===== src/rtl/uart_cmd_pkg.sv =====
package uart_cmd_pkg;
  localparam int CODE_W = 5;

  localparam logic [1:0] SEL_CMD  = 2'd0;
  localparam logic [1:0] SEL_XON  = 2'd1;
  localparam logic [1:0] SEL_XOFF = 2'd2;

  localparam logic [CODE_W-1:0] CMD_NOP     = 5'b00000;
  localparam logic [CODE_W-1:0] CMD_RST_RX  = 5'b00010;
  localparam logic [CODE_W-1:0] CMD_RST_TX  = 5'b00011;
  localparam logic [CODE_W-1:0] CMD_RTS_ON  = 5'b01000;
  localparam logic [CODE_W-1:0] CMD_RTS_OFF = 5'b01001;
  localparam logic [CODE_W-1:0] CMD_GW_XON  = 5'b10010;
  localparam logic [CODE_W-1:0] CMD_GW_XOFF = 5'b10011;
  localparam logic [CODE_W-1:0] CMD_GL_XON  = 5'b10100;
  localparam logic [CODE_W-1:0] CMD_GL_XOFF = 5'b10101;
  localparam logic [CODE_W-1:0] CMD_RST_DEV = 5'b11111;

  localparam logic [7:0] XON_DFLT  = 8'h11;
  localparam logic [7:0] XOFF_DFLT = 8'h13;

  typedef struct packed {
    logic [CODE_W-1:0] code;
    logic              lock;
    logic              tx;
    logic              rx;
  } cr_fields_t;

  function automatic logic cmd_reserved(input logic [CODE_W-1:0] c);
    case (c)
      5'b00001, 5'b01011, 5'b01110, 5'b01111,
      5'b11001, 5'b11010, 5'b11100, 5'b11101: return 1'b1;
      default: return 1'b0;
    endcase
  endfunction

  function automatic logic cmd_global(input logic [CODE_W-1:0] c);
    case (c)
      CMD_GW_XON, CMD_GW_XOFF, CMD_GL_XON, CMD_GL_XOFF, CMD_RST_DEV: return 1'b1;
      default: return 1'b0;
    endcase
  endfunction
endpackage


===== src/rtl/uart_cmd_decode.sv =====
module uart_cmd_decode
  import uart_cmd_pkg::*;
#(
  parameter int CH_W = 3
) (
  input  logic            wr_en_i,
  input  logic [1:0]      wr_sel_i,
  input  logic [CH_W-1:0] wr_ch_i,
  input  logic [7:0]      wr_data_i,
  output logic            cmd_wr_o,
  output cr_fields_t      fld_o,
  output logic            accept_o,
  output logic            dev_rst_o,
  output logic            gw_xon_o,
  output logic            gw_xoff_o,
  output logic            gl_xon_o,
  output logic            gl_xoff_o
);
  logic from_a;

  assign fld_o    = cr_fields_t'(wr_data_i);
  assign cmd_wr_o = wr_en_i && (wr_sel_i == SEL_CMD);
  assign from_a   = (wr_ch_i == '0);

  // global codes only count when written through channel 0
  assign accept_o = cmd_wr_o && (fld_o.code != CMD_NOP) && !cmd_reserved(fld_o.code)
                    && (!cmd_global(fld_o.code) || from_a);

  assign dev_rst_o = accept_o && (fld_o.code == CMD_RST_DEV);
  assign gw_xon_o  = accept_o && (fld_o.code == CMD_GW_XON);
  assign gw_xoff_o = accept_o && (fld_o.code == CMD_GW_XOFF);
  assign gl_xon_o  = accept_o && (fld_o.code == CMD_GL_XON);
  assign gl_xoff_o = accept_o && (fld_o.code == CMD_GL_XOFF);
endmodule


===== src/rtl/uart_chan_ctrl.sv =====
module uart_chan_ctrl
  import uart_cmd_pkg::*;
(
  input  logic       clk_i,
  input  logic       rst_ni,
  input  logic       hit_i,
  input  logic       dev_rst_i,
  input  cr_fields_t fld_i,
  output logic       rx_en_o,
  output logic       tx_en_o,
  output logic       rts_n_o
);
  always_ff @(posedge clk_i or negedge rst_ni) begin
    if (!rst_ni) begin
      rx_en_o <= 1'b0;
      tx_en_o <= 1'b0;
      rts_n_o <= 1'b1;
    end else if (dev_rst_i) begin
      rx_en_o <= 1'b0;
      tx_en_o <= 1'b0;
      rts_n_o <= 1'b1;
    end else if (hit_i) begin
      if (fld_i.code == CMD_RST_RX) rx_en_o <= 1'b0;
      else if (!fld_i.lock)         rx_en_o <= fld_i.rx;

      if (fld_i.code == CMD_RST_TX) tx_en_o <= 1'b0;
      else if (!fld_i.lock)         tx_en_o <= fld_i.tx;

      if (fld_i.code == CMD_RTS_ON)       rts_n_o <= 1'b0;
      else if (fld_i.code == CMD_RTS_OFF) rts_n_o <= 1'b1;
    end
  end
endmodule


===== src/rtl/uart_xchar_bank.sv =====
module uart_xchar_bank #(
  parameter int         NCH  = 8,
  parameter int         CH_W = 3,
  parameter logic [7:0] DFLT = 8'h11,
  localparam int        XW   = NCH * 8
) (
  input  logic            clk_i,
  input  logic            rst_ni,
  input  logic            dev_rst_i,
  input  logic            wr_i,
  input  logic [CH_W-1:0] ch_i,
  input  logic [7:0]      data_i,
  input  logic            arm_i,
  input  logic            load_i,
  output logic [XW-1:0]   chars_o,
  output logic            armed_o
);
  logic gang_hit;

  assign gang_hit = wr_i && armed_o && (ch_i == '0);

  always_ff @(posedge clk_i or negedge rst_ni) begin
    if (!rst_ni)        armed_o <= 1'b0;
    else if (dev_rst_i) armed_o <= 1'b0;
    else if (arm_i)     armed_o <= 1'b1;
    else if (gang_hit)  armed_o <= 1'b0;
  end

  for (genvar g = 0; g < NCH; g++) begin : g_chr
    always_ff @(posedge clk_i or negedge rst_ni) begin
      if (!rst_ni)                          chars_o[g*8 +: 8] <= '0;
      else if (dev_rst_i)                   chars_o[g*8 +: 8] <= '0;
      else if (load_i)                      chars_o[g*8 +: 8] <= DFLT;
      else if (gang_hit)                    chars_o[g*8 +: 8] <= data_i;
      else if (wr_i && ch_i == CH_W'(g))    chars_o[g*8 +: 8] <= data_i;
    end
  end
endmodule


===== src/rtl/uart_cmd_hub.sv =====
module uart_cmd_hub
  import uart_cmd_pkg::*;
#(
  parameter int  NCH  = 8,
  localparam int CH_W = $clog2(NCH),
  localparam int XW   = NCH * 8
) (
  input  logic              clk_i,
  input  logic              rst_ni,
  input  logic              wr_en_i,
  input  logic [1:0]        wr_sel_i,
  input  logic [CH_W-1:0]   wr_ch_i,
  input  logic [7:0]        wr_data_i,
  output logic [NCH-1:0]    rx_en_o,
  output logic [NCH-1:0]    tx_en_o,
  output logic [NCH-1:0]    rts_no,
  output logic              cmd_vld_o,
  output logic [CH_W-1:0]   cmd_ch_o,
  output logic [CODE_W-1:0] cmd_code_o,
  output logic [XW-1:0]     xon_o,
  output logic [XW-1:0]     xoff_o
);
  logic       cmd_wr, accept, dev_rst;
  logic       gw_xon, gw_xoff, gl_xon, gl_xoff;
  logic       gang_xon, gang_xoff;
  cr_fields_t fld;

  uart_cmd_decode #(.CH_W(CH_W)) u_dec (
    .wr_en_i   (wr_en_i),
    .wr_sel_i  (wr_sel_i),
    .wr_ch_i   (wr_ch_i),
    .wr_data_i (wr_data_i),
    .cmd_wr_o  (cmd_wr),
    .fld_o     (fld),
    .accept_o  (accept),
    .dev_rst_o (dev_rst),
    .gw_xon_o  (gw_xon),
    .gw_xoff_o (gw_xoff),
    .gl_xon_o  (gl_xon),
    .gl_xoff_o (gl_xoff)
  );

  for (genvar c = 0; c < NCH; c++) begin : g_ch
    uart_chan_ctrl u_ch (
      .clk_i     (clk_i),
      .rst_ni    (rst_ni),
      .hit_i     (cmd_wr && wr_ch_i == CH_W'(c)),
      .dev_rst_i (dev_rst),
      .fld_i     (fld),
      .rx_en_o   (rx_en_o[c]),
      .tx_en_o   (tx_en_o[c]),
      .rts_n_o   (rts_no[c])
    );
  end

  uart_xchar_bank #(.NCH(NCH), .CH_W(CH_W), .DFLT(XON_DFLT)) u_xon (
    .clk_i     (clk_i),
    .rst_ni    (rst_ni),
    .dev_rst_i (dev_rst),
    .wr_i      (wr_en_i && wr_sel_i == SEL_XON),
    .ch_i      (wr_ch_i),
    .data_i    (wr_data_i),
    .arm_i     (gw_xon),
    .load_i    (gl_xon),
    .chars_o   (xon_o),
    .armed_o   (gang_xon)
  );

  uart_xchar_bank #(.NCH(NCH), .CH_W(CH_W), .DFLT(XOFF_DFLT)) u_xoff (
    .clk_i     (clk_i),
    .rst_ni    (rst_ni),
    .dev_rst_i (dev_rst),
    .wr_i      (wr_en_i && wr_sel_i == SEL_XOFF),
    .ch_i      (wr_ch_i),
    .data_i    (wr_data_i),
    .arm_i     (gw_xoff),
    .load_i    (gl_xoff),
    .chars_o   (xoff_o),
    .armed_o   (gang_xoff)
  );

  always_ff @(posedge clk_i or negedge rst_ni) begin
    if (!rst_ni) begin
      cmd_vld_o  <= 1'b0;
      cmd_ch_o   <= '0;
      cmd_code_o <= '0;
    end else begin
      cmd_vld_o <= accept;
      if (accept) begin
        cmd_ch_o   <= wr_ch_i;
        cmd_code_o <= fld.code;
      end
    end
  end
endmodule


===== config.mk =====
export PLATFORM = sky130hd
export DESIGN_NAME = uart_cmd_hub
export DESIGN_NICKNAME = d
export VERILOG_FILES = /design/src/rtl/uart_cmd_pkg.sv /design/src/rtl/uart_cmd_decode.sv /design/src/rtl/uart_chan_ctrl.sv /design/src/rtl/uart_xchar_bank.sv /design/src/rtl/uart_cmd_hub.sv
export SDC_FILE = /design/constraint.sdc
export NUM_CORES = 1
export LEC_CHECK = 0
export BUFFER_PORTS_ARGS = -buffer_cell sky130_fd_sc_hd__clkbuf_2
export CORE_ASPECT_RATIO = 0.9
export CORE_MARGIN = 2
export CORE_UTILIZATION = 50
export DETAILED_ROUTE_END_ITERATION = 8
export PLACE_DENSITY = 0.77
export SLEW_MARGIN = 20
export SYNTH_ARGS = -nofsm -noshare
export SYNTH_HDL_FRONTEND = slang
export SYNTH_HIERARCHICAL = 1
export SYNTH_SLANG_ARGS = --single-unit

===== constraint.sdc =====
create_clock -name clk_i -period 1.63 [get_ports clk_i]
set_clock_uncertainty 0.2 [all_clocks]
set_input_delay 0.163 -clock clk_i [delete_from_list [all_inputs] [get_ports clk_i]]
set_output_delay 0.163 -clock clk_i [all_outputs]
set_load 0.02 [all_outputs]

==> results.py, run 1 <==
metrics = {
    "worst_setup_path": {
        "critPathMaxFanout": 5,
        "worstReg2RegStart": "u_xoff/armed_o",
        "end_kind": "flip-flop",
        "r2r_cells": 3,
        "crit_required_ns": 1.75,
        "r2r-end": "u_xoff/chars_o[24]",
        "arrival_ns": 2.33,
        "rrSetupSlack_ns": -0.44,
        "worst-setup-path-type": "in2reg",
        "start_kind": "input port",
    },
    "cells_and_area": {
        "ff_latch_area_mm2": 0.00409,
        "nFillCells": 1086,
        "nets": 1182,
        "multi_input_comb_area_mm2": 0.00459,
        "area_delta_synth_final_pct": 44.7,
        "mostFrequentLayoutCell": "clkbuf_2",
        "most-common-layout-cells": "173 x clkbuf_2, 155 x dfrtp_1, 123 x buf_4",
        "diodes": 0,
        "layout-drive-gt1-share_pct": 43.7,
        "finalCoreUtilization_pct": 73.7,
    },
    "floorplanning": {
        "pin_count": 177,
        "dieWidth_um": 142,
        "fp.coreArea_mm2": 0.0168,
        "dieArea_mm2": 0.0182,
        "die_h_um": 128,
        "rows": 45,
        "initial_core_util_pct": 50.9,
    },
    "synthesis": {
        "syn_inst": 870,
        "ys_async_sr_fraction_pct": 100,
        "yosys_most_used_dff": "dfrtp_1",
        "ys_types": 62,
        "syn_avg_cell_area_um2": 9.85,
        "ys_seq_area_share_pct": 47.7,
        "synth_area_mm2": 0.00857,
        "synth_nets": 890,
        "synth-edff-count": 0,
        "yosysWarnings": 6,
        "synth_seq_cells": 163,
    },
    "sta": {
        "period_share_pct": 136,
        "final_hold_viol_count": 0,
        "fmax_mhz": 452,
        "period_minus_slack_ns": 2.21,
        "worstMarginPinSlew_ns": 0.656,
        "holdWs_ns": 0.00216,
        "relSlewSlack_pct": 56.2,
        "rsz0062_at_grt": "true",
        "finalMaxSlewViolations": 0,
        "fin_ws_ns": -0.580,
        "setup_viol": 163,
    },
    "drt": {
        "drt-initial-drc-count": 939,
        "routedWlPerCell_um": 22.1,
        "antenna_left": 0,
        "vias": 8685,
        "routed_wl_mm": 30.6,
        "route.detailed.drc": 0,
        "dr.pass1.iters": 6,
        "vias_per_cell": 6.27,
    },
    "global_routing": {
        "grt_max_degree": 47,
        "grt_pass1_wl_mm": 44.6,
        "grt_pass1_vias": 8297,
        "grt.total_usage_pct": 31.6,
        "antenna_found_initial": 0,
        "grt_overflow_total": 0,
    },
    "placement": {
        "gp_congestion": 0.894,
        "numPortBuffers": 176,
        "dpl.hpwl_mm": 18.2,
    },
    "power": {
        "leakagePower_nw": 5.69,
        "p_per_area_mw_per_mm2": 1060,
        "peakVddDrop_mv": 0.817,
    },
    "clocking": {
        "clock-sinks": 163,
        "cts_buffer_depth": 2,
        "clockRootBuffer": "clkbuf_16",
        "cts.htree.levels": 4,
        "cts.clk_slew.worst_paths_ns": 0.07,
        "cts_tree": "built",
        "clk_latency_ns": 0.44,
        "cts_buffers": 17,
    },
    "run_status": {
        "status": "finished with violations",
        "violations": "setup timing",
    },
    "hold_path": {
        "min_path_type": "in2async",
    },
    "job": {
        "cap_viol_max_count": 0,
    },
}
==> Yosys cell counts, types with 24 or more instances <==
master / count / area (µm²)
nor2_1: 24 / 90.1
o211ai_1: 30 / 225
mux2i_1: 37 / 370
nand3_1: 52 / 260
nand2_1: 96 / 360
a31oi_1: 33 / 206
o21ai_0: 47 / 235
a21oi_1: 49 / 245
inv_1: 36 / 135
dfrtp_1: 155 / 3880
clkbuf_1: 44 / 165
a211oi_1: 24 / 180
==> area by class of cell <==
class | count | share of cell area, %
inverter | 37 | 1.43
timing repair buffer | 347 | 21.6
clock inverter | 15 | 1.46
multi-input combinational | 596 | 37.0
clock buffer | 17 | 3.43
sequential | 163 | 33.0
tap | 211 | 2.13
==> worst max-delay path by stage <==
stage / from / end / slack [ns] / depth (start not counted)
final: wr_data_i[3] / u_xoff/chars_o[24] / -0.58 / 11
after global routing: wr_data_i[3] / u_xoff/chars_o[25] / -0.58 / 11
after CTS: wr_data_i[4] / u_xoff/chars_o[25] / -0.44 / 11
after detailed placement: wr_data_i[4] / u_xon/chars_o[59] / -1.00 / 11
after global placement: wr_data_i[3] / u_xoff/chars_o[24] / -0.94 / 10
after floorplan: wr_data_i[4] / u_xoff/chars_o[24] / -1.22 / 9
==> registers in the layout (all words and copies together) (netlist names) <==
signal / flops
g_ch.u_ch/rx_en_o: 8
cmd_ch_o: 3
u_xoff/chars_o: 64
cmd_vld_o: 1
cmd_code_o: 5
u_xon/armed_o: 1
g_ch.u_ch/rts_n_o: 8
u_xon/chars_o: 64
u_xoff/armed_o: 1
g_ch.u_ch/tx_en_o: 8
==> report_power, final <==
group	leakage, nW	internal (mW)	switching [mW]
registers	1.96	4.79	0.518
clock network	0.283	2.42	1.79
logic	3.44	1.41	2.26
total	5.69	8.62	4.57
==> cells by family after synthesis <==
group / Yosys count / share of synthesized area, %
AOI/OAI and AO/OA: 244 / 19.0
buffers and inverters: 114 / 6.17
adders and majority gates: 4 / 0.584
muxes: 45 / 5.72
and+or+nand+nor: 300 / 20.8
DFF: 163 / 47.7
==> stage by stage <==
step           area, µm²  instances  power (mW)  worst slack, ns  TNS [ns]
3_5_place_dp       10600       1311        8.69            -1.00   -144.94
6_report           12400       1386        13.2           -0.580    -66.87
3_3_place_gp       10600       1311        8.60           -0.943   -136.78
5_1_grt            12400       1386        13.7           -0.577    -68.66
2_1_floorplan       8820        870        7.25            -1.22   -146.20
4_1_cts            11900       1379        13.0           -0.443    -51.72
==> layer usage <==
layer,wire length (µm),part of all wire [%],vias to the layer above,track usage (%)
met5,0,0,-,0
met4,964,3.2,0,10.3
met3,2480,8.1,92,6.31
met2,14700,48,526,51.2
met1,12500,41,4287,42.9
li1,-,-,3780,-
==> worst max-delay path, cell delays in order <==
cell	delay (ns)
clkbuf_16	0.15
ha_4	0.18
nand2b_1	0.14
a21oi_1	0.09
or4_4	0.55
nor3b_4	0.27
buf_12	0.16
buf_6	0.10
nand2b_4	0.13
inv_4	0.05
a311o_1	0.33
==> timing repair <==
action | 4_1_cts | 5_1_grt
endpoints found under the setup margin | 162 | 163
hold endpoints to repair | 169 | 0
hold buffers | 6 | 0
cloned | 9 | 3
buffers inserted | 21 | 6
pin swaps | 13 | 21
resized for setup | 54 | 70
Power figures use the tool's default switching activity.
==> run 2, diff against run 1 <==
BUFFER_PORTS_ARGS = unset   (was -buffer_cell sky130_fd_sc_hd__clkbuf_2)
CORE_UTILIZATION = 55   (was 50)
DONT_BUFFER_PORTS = 1   (was unset)
PLACE_DENSITY = 0.73   (was 0.77)
==> results.py, run 2 (synthesis gave the netlist of run 1 again) <==
metrics = {
    "floorplanning": {
        "pin_count": 177,
        "die_h_um": 122,
        "fp.coreArea_mm2": 0.0153,
        "rows": 43,
        "dieArea_mm2": 0.0166,
        "dieWidth_um": 136,
        "initial_core_util_pct": 55.9,
    },
    "global_routing": {
        "grt_overflow_total": 0,
        "grt.total_usage_pct": 34.0,
        "grt_pass1_wl_mm": 43.2,
        "grt_max_degree": 164,
        "grt_pass1_vias": 7871,
        "antenna_found_initial": 0,
    },
    "worst_setup_path": {
        "rrSetupSlack_ns": -0.15,
        "worst-setup-path-type": "in2reg",
        "arrival_ns": 2.03,
        "start_kind": "input port",
        "crit_required_ns": 1.74,
        "critPathMaxFanout": 10,
        "end_kind": "flip-flop",
    },
    "run_status": {
        "violations": "hold timing, setup timing",
        "status": "finished with violations",
    },
    "sta": {
        "fmax_mhz": 521,
        "rsz0062_at_grt": "true",
        "final_hold_viol_count": 163,
        "holdWs_ns": -0.771,
        "worstMarginPinSlew_ns": 1.11,
        "period_minus_slack_ns": 1.92,
        "finalMaxSlewViolations": 0,
        "period_share_pct": 118,
        "relSlewSlack_pct": 25.6,
        "setup_viol": 162,
        "fin_ws_ns": -0.290,
    },
    "power": {
        "p_per_area_mw_per_mm2": 1100,
        "total_power_mw": 12.3,
        "leakagePower_nw": 4.80,
        "peakVddDrop_mv": 0.783,
    },
    "drt": {
        "routedWlPerCell_um": 24.4,
        "vias_per_cell": 6.70,
        "route.detailed.drc": 0,
        "routed.top_layer": "met4",
        "wl_met1_mm": 10.9,
        "dr.pass1.iters": 5,
        "wl_met3_mm": 3.25,
        "antenna_left": 0,
        "drt-initial-drc-count": 763,
        "routed_wl_mm": 29.1,
        "vias": 7978,
        "met2_length_mm": 13.9,
    },
    "clocking": {
        "cts.clk_slew.worst_paths_ns": 0.07,
        "cts_tree": "built",
        "cts.htree.levels": 4,
        "clk_latency_ns": 0.43,
        "clockRootBuffer": "clkbuf_16",
        "clock-sinks": 163,
        "cts_buffers": 17,
        "cts_buffer_depth": 2,
    },
    "hold_path": {
        "min_path_type": "in2async",
    },
    "job": {
        "cap_viol_max_count": 0,
    },
    "cells_and_area": {
        "top_regs": "u_xoff/chars_o (64), u_xon/chars_o (64)",
        "nets": 996,
        "area_delta_synth_final_pct": 29.6,
        "diodes": 0,
        "most-common-layout-cells": "154 x dfrtp_1, 98 x buf_4, 86 x nand2_1",
        "finalCoreUtilization_pct": 72.4,
        "final_cells": 1191,
        "layout-drive-gt1-share_pct": 28.9,
        "mostFrequentLayoutCell": "dfrtp_1",
    },
    "placement": {
        "numPortBuffers": 0,
        "dp.cells": 1090,
        "gp_congestion": 0.879,
        "dpl.hpwl_mm": 16.2,
    },
}
-- run 2: cell count changes in the layout (fill, tap and decap cells not counted), moves of 6 or more --
cell	previous run	this run
clkbuf_2	173	0
a31oi_4	10	0
buf_4	123	98
a31oi_1	23	33
nand2_1	80	86
dlygate4sd3_1	6	24
buf_8	8	2
-- run 2: path summary, 6_finish.rpt --
path / from / to / depth (start not counted)
worst max-delay path: wr_data_i[4] / u_xoff/chars_o[47] / 11
worst min-delay path: rst_ni / u_xon/chars_o[39] / 0
worst max register to register: u_xoff/armed_o / u_xoff/chars_o[44] / 5
worst min register to register: u_xoff/chars_o[48] / u_xoff/chars_o[48] / 2
max in group asynchronous: rst_ni / g_ch[7].u_ch/rts_n_o / 0
min in group clk_i: wr_ch_i[1] / u_xoff/chars_o[24] / 3
-- run 2: critical path: stages --
cell       delay (ns)
inv_12           0.02
ha_4             0.21
o2111a_1         0.22
or4_4            0.44
nor3b_4          0.26
buf_12           0.17
buf_4            0.13
nor2_4           0.06
clkbuf_16        0.16
nand2_1          0.09
mux2i_1          0.10
-- run 2: through the flow --
| step | area [µm²] | TNS (ns) | hold slack, ns | worst slack (ns) |
|---|---|---|---|---|
| after CTS | 10700 | -24.06 | -0.792 | -0.241 |
| after floorplan | 8820 | -146.20 | -0.333 | -1.22 |
| after global routing | 11100 | -35.06 | -0.793 | -0.333 |
| final | 11100 | -26.22 | -0.771 | -0.290 |
| after global placement | 9420 | -99.93 | -0.328 | -0.711 |
| after detailed placement | 9420 | -102.53 | -0.330 | -0.727 |
-- run 2: metal layers --
layer | GRT usage [%] | vias to the layer above
li1 | - | 3391
met1 | 42.0 | 3964
met2 | 55.7 | 516
met3 | 10.3 | 107
met4 | 14.7 | 0
met5 | 0 | -
-- run 2: repair_timing --
item / CTS / global route
buffers inserted: 15 / 9
gates resized for setup: 32 / 35
setup endpoints to repair: 161 / 162
hold endpoints to repair: 325 / 180
pin swaps: 7 / 7
gates cloned: 4 / 6
hold buffers: 34 / 2
-- run 2: final cells by class --
type                       instances  area [µm²]
sequential                       163        4090
fill                            1047        4230
tap                              202         253
clock buffer                      21         470
multi-input combinational        596        4310
timing repair buffer             161        1660
clock inverter                    11         151
inverter                          37         173
-- run 2: power breakdown --
| group | internal, mW | total (mW) | switching [mW] |
|---|---|---|---|
| registers | 4.78 | 6.31 | 1.53 |
| clock network | 2.54 | 4.22 | 1.69 |
| logic | 0.828 | 1.73 | 0.904 |
==> run 3, diff against run 2 <==
CTS_BUF_LIST = sky130_fd_sc_hd__clkbuf_8   (was unset)
PLACE_DENSITY = 0.7   (was 0.73)
clock period = 2.19 ns   (was 1.63 ns; I/O delays follow)
==> results.py, run 3 (synthesis gave the netlist of run 1 again) <==
metrics = {
    "placement": {
        "dpl.hpwl_mm": 15.5,
        "dp_slack_ns": -0.264,
        "postPlaceCellArea_mm2": 0.00905,
        "numPortBuffers": 0,
        "gp_congestion": 0.854,
        "dp.cells": 1041,
    },
    "worst_setup_path": {
        "end_kind": "flip-flop",
        "critPathMaxFanout": 24,
        "arrival_ns": 2.28,
        "start_kind": "input port",
        "worst-setup-path-type": "in2reg",
        "crit_required_ns": 2.32,
    },
    "cells_and_area": {
        "diodes": 0,
        "final_cells": 1110,
        "finalCoreUtilization_pct": 64.3,
        "nFillCells": 1245,
        "nets": 915,
        "layout-drive-gt1-share_pct": 19.3,
        "most-common-layout-cells": "155 x dfrtp_1, 88 x nand2_1, 52 x nand3_1",
        "mostFrequentLayoutCell": "dfrtp_1",
        "area_delta_synth_final_pct": 15.1,
        "top_regs": "u_xoff/chars_o (64), u_xon/chars_o (64)",
        "final_area_mm2": 0.00987,
    },
    "sta": {
        "fmax_mhz": 467,
        "period_share_pct": 97.7,
        "relSlewSlack_pct": 19.4,
        "final_hold_viol_count": 163,
        "rsz0062_at_grt": "false",
        "finalMaxSlewViolations": 0,
        "worstMarginPinSlew_ns": 1.21,
        "holdWs_ns": -0.759,
        "fin_ws_ns": 0.0499,
        "setup_viol": 0,
        "period_minus_slack_ns": 2.14,
    },
    "global_routing": {
        "met1_usage_pct": 41.1,
        "grt_overflow_total": 0,
        "grt_max_degree": 164,
        "top_usage_layer": "met2",
        "grt.total_usage_pct": 32.6,
        "use_met2_pct": 50.9,
        "grt_pass1_vias": 7478,
        "antenna_found_initial": 0,
        "grt_pass1_wl_mm": 41.4,
        "use_met3_pct": 11.4,
    },
    "power": {
        "peakVddDrop_mv": 0.482,
        "leakagePower_nw": 4.21,
        "p_per_area_mw_per_mm2": 791,
    },
    "clocking": {
        "cts_buffer_depth": 2,
        "cts_tree": "built",
        "clk_latency_ns": 0.46,
        "clock-sinks": 163,
        "cts_buffers": 17,
        "cts.clk_slew.worst_paths_ns": 0.09,
        "cts.htree.levels": 4,
        "clockRootBuffer": "clkbuf_8",
    },
    "floorplanning": {
        "fp.coreArea_mm2": 0.0153,
        "dieArea_mm2": 0.0166,
        "rows": 43,
        "die_h_um": 122,
        "pin_count": 177,
        "dieWidth_um": 136,
        "initial_core_util_pct": 55.9,
    },
    "hold_path": {
        "min_path_type": "in2async",
    },
    "drt": {
        "vias": 7437,
        "dr.pass1.iters": 6,
        "routedWlPerCell_um": 24.4,
        "route.detailed.drc": 0,
        "antenna_left": 0,
        "routed_wl_mm": 27.1,
        "vias_per_cell": 6.70,
        "drt-initial-drc-count": 594,
    },
    "run_status": {
        "status": "finished with violations",
        "violations": "hold timing",
    },
    "job": {
        "cap_viol_max_count": 0,
    },
}
## run 3: cell types whose count changed in the layout (fill, tap and decap cells not counted), moves of 5 or more
cell | previous run | this run
clkbuf_16 | 22 | 0
buf_4 | 98 | 39
buf_6 | 12 | 0
nor2_1 | 19 | 24
inv_1 | 31 | 40
clkbuf_8 | 3 | 21
o311ai_0 | 4 | 9
## run 3: worst paths after layout
kind                                            from  cells after the start                    to  slack (ns)
worst max-delay path                    wr_data_i[7]                      6  g_ch[3].u_ch/rx_en_o        0.05
worst min-delay path                          rst_ni                      0     u_xoff/chars_o[3]       -0.76
worst max register to register        u_xoff/armed_o                      5    u_xoff/chars_o[37]        0.08
worst min register to register  g_ch[5].u_ch/rts_n_o                      2  g_ch[5].u_ch/rts_n_o        0.40
max in group asynchronous                     rst_ni                      0  g_ch[7].u_ch/rts_n_o        2.31
min in group clk_i                        wr_ch_i[1]                      3    u_xoff/chars_o[56]        0.03
## run 3: cell type report
type	instances	area [µm²]	area share [%]
clock buffers	21	289	2.93
clock inverters	11	52.6	0.533
inverters	37	166	1.69
multi-input cells	593	4120	41.8
flip-flops and latches	163	4090	41.4
well taps	202	253	2.56
repair buffers	83	896	9.08
## run 3: critical path: stages
cell and delay, ns:
dlygate4sd3_1 0.61, buf_12 0.21, or3b_4 0.40, nor3b_2 0.16, dlygate4sd3_1 0.59, a211oi_1 0.08
## run 3: repair_timing
item,CTS,global route
buffers inserted,0,0
hold endpoints to repair,324,172
gates resized for setup,0,5
endpoints found under the setup margin,0,14
hold buffers,36,3
## run 3: routing by layer
| layer | vias to the layer above | share of wire [%] |
|---|---|---|
| met5 | - | 0 |
| met4 | 0 | 2.9 |
| met3 | 77 | 12 |
| met2 | 409 | 47 |
| met1 | 3736 | 39 |
| li1 | 3215 | - |
## run 3: stage by stage
step | TNS, ns | power, mW
3_3_place_gp | -8.75 | 5.60
6_report | 0 | 7.80
2_1_floorplan | -65.88 | 5.40
3_5_place_dp | -15.85 | 5.69
4_1_cts | 0 | 7.79
5_1_grt | 0 | 8.13
## run 3: report_power, final
| part | total [mW] | switching [mW] | leakage (nW) | internal, mW |
|---|---|---|---|---|
| Combinational | 1.14 | 0.601 | 2.05 | 0.538 |
| Clock | 1.96 | 1.08 | 0.194 | 0.872 |
| Sequential | 4.71 | 1.16 | 1.96 | 3.55 |
| Total | 7.80 | 2.84 | 4.21 | 4.96 |
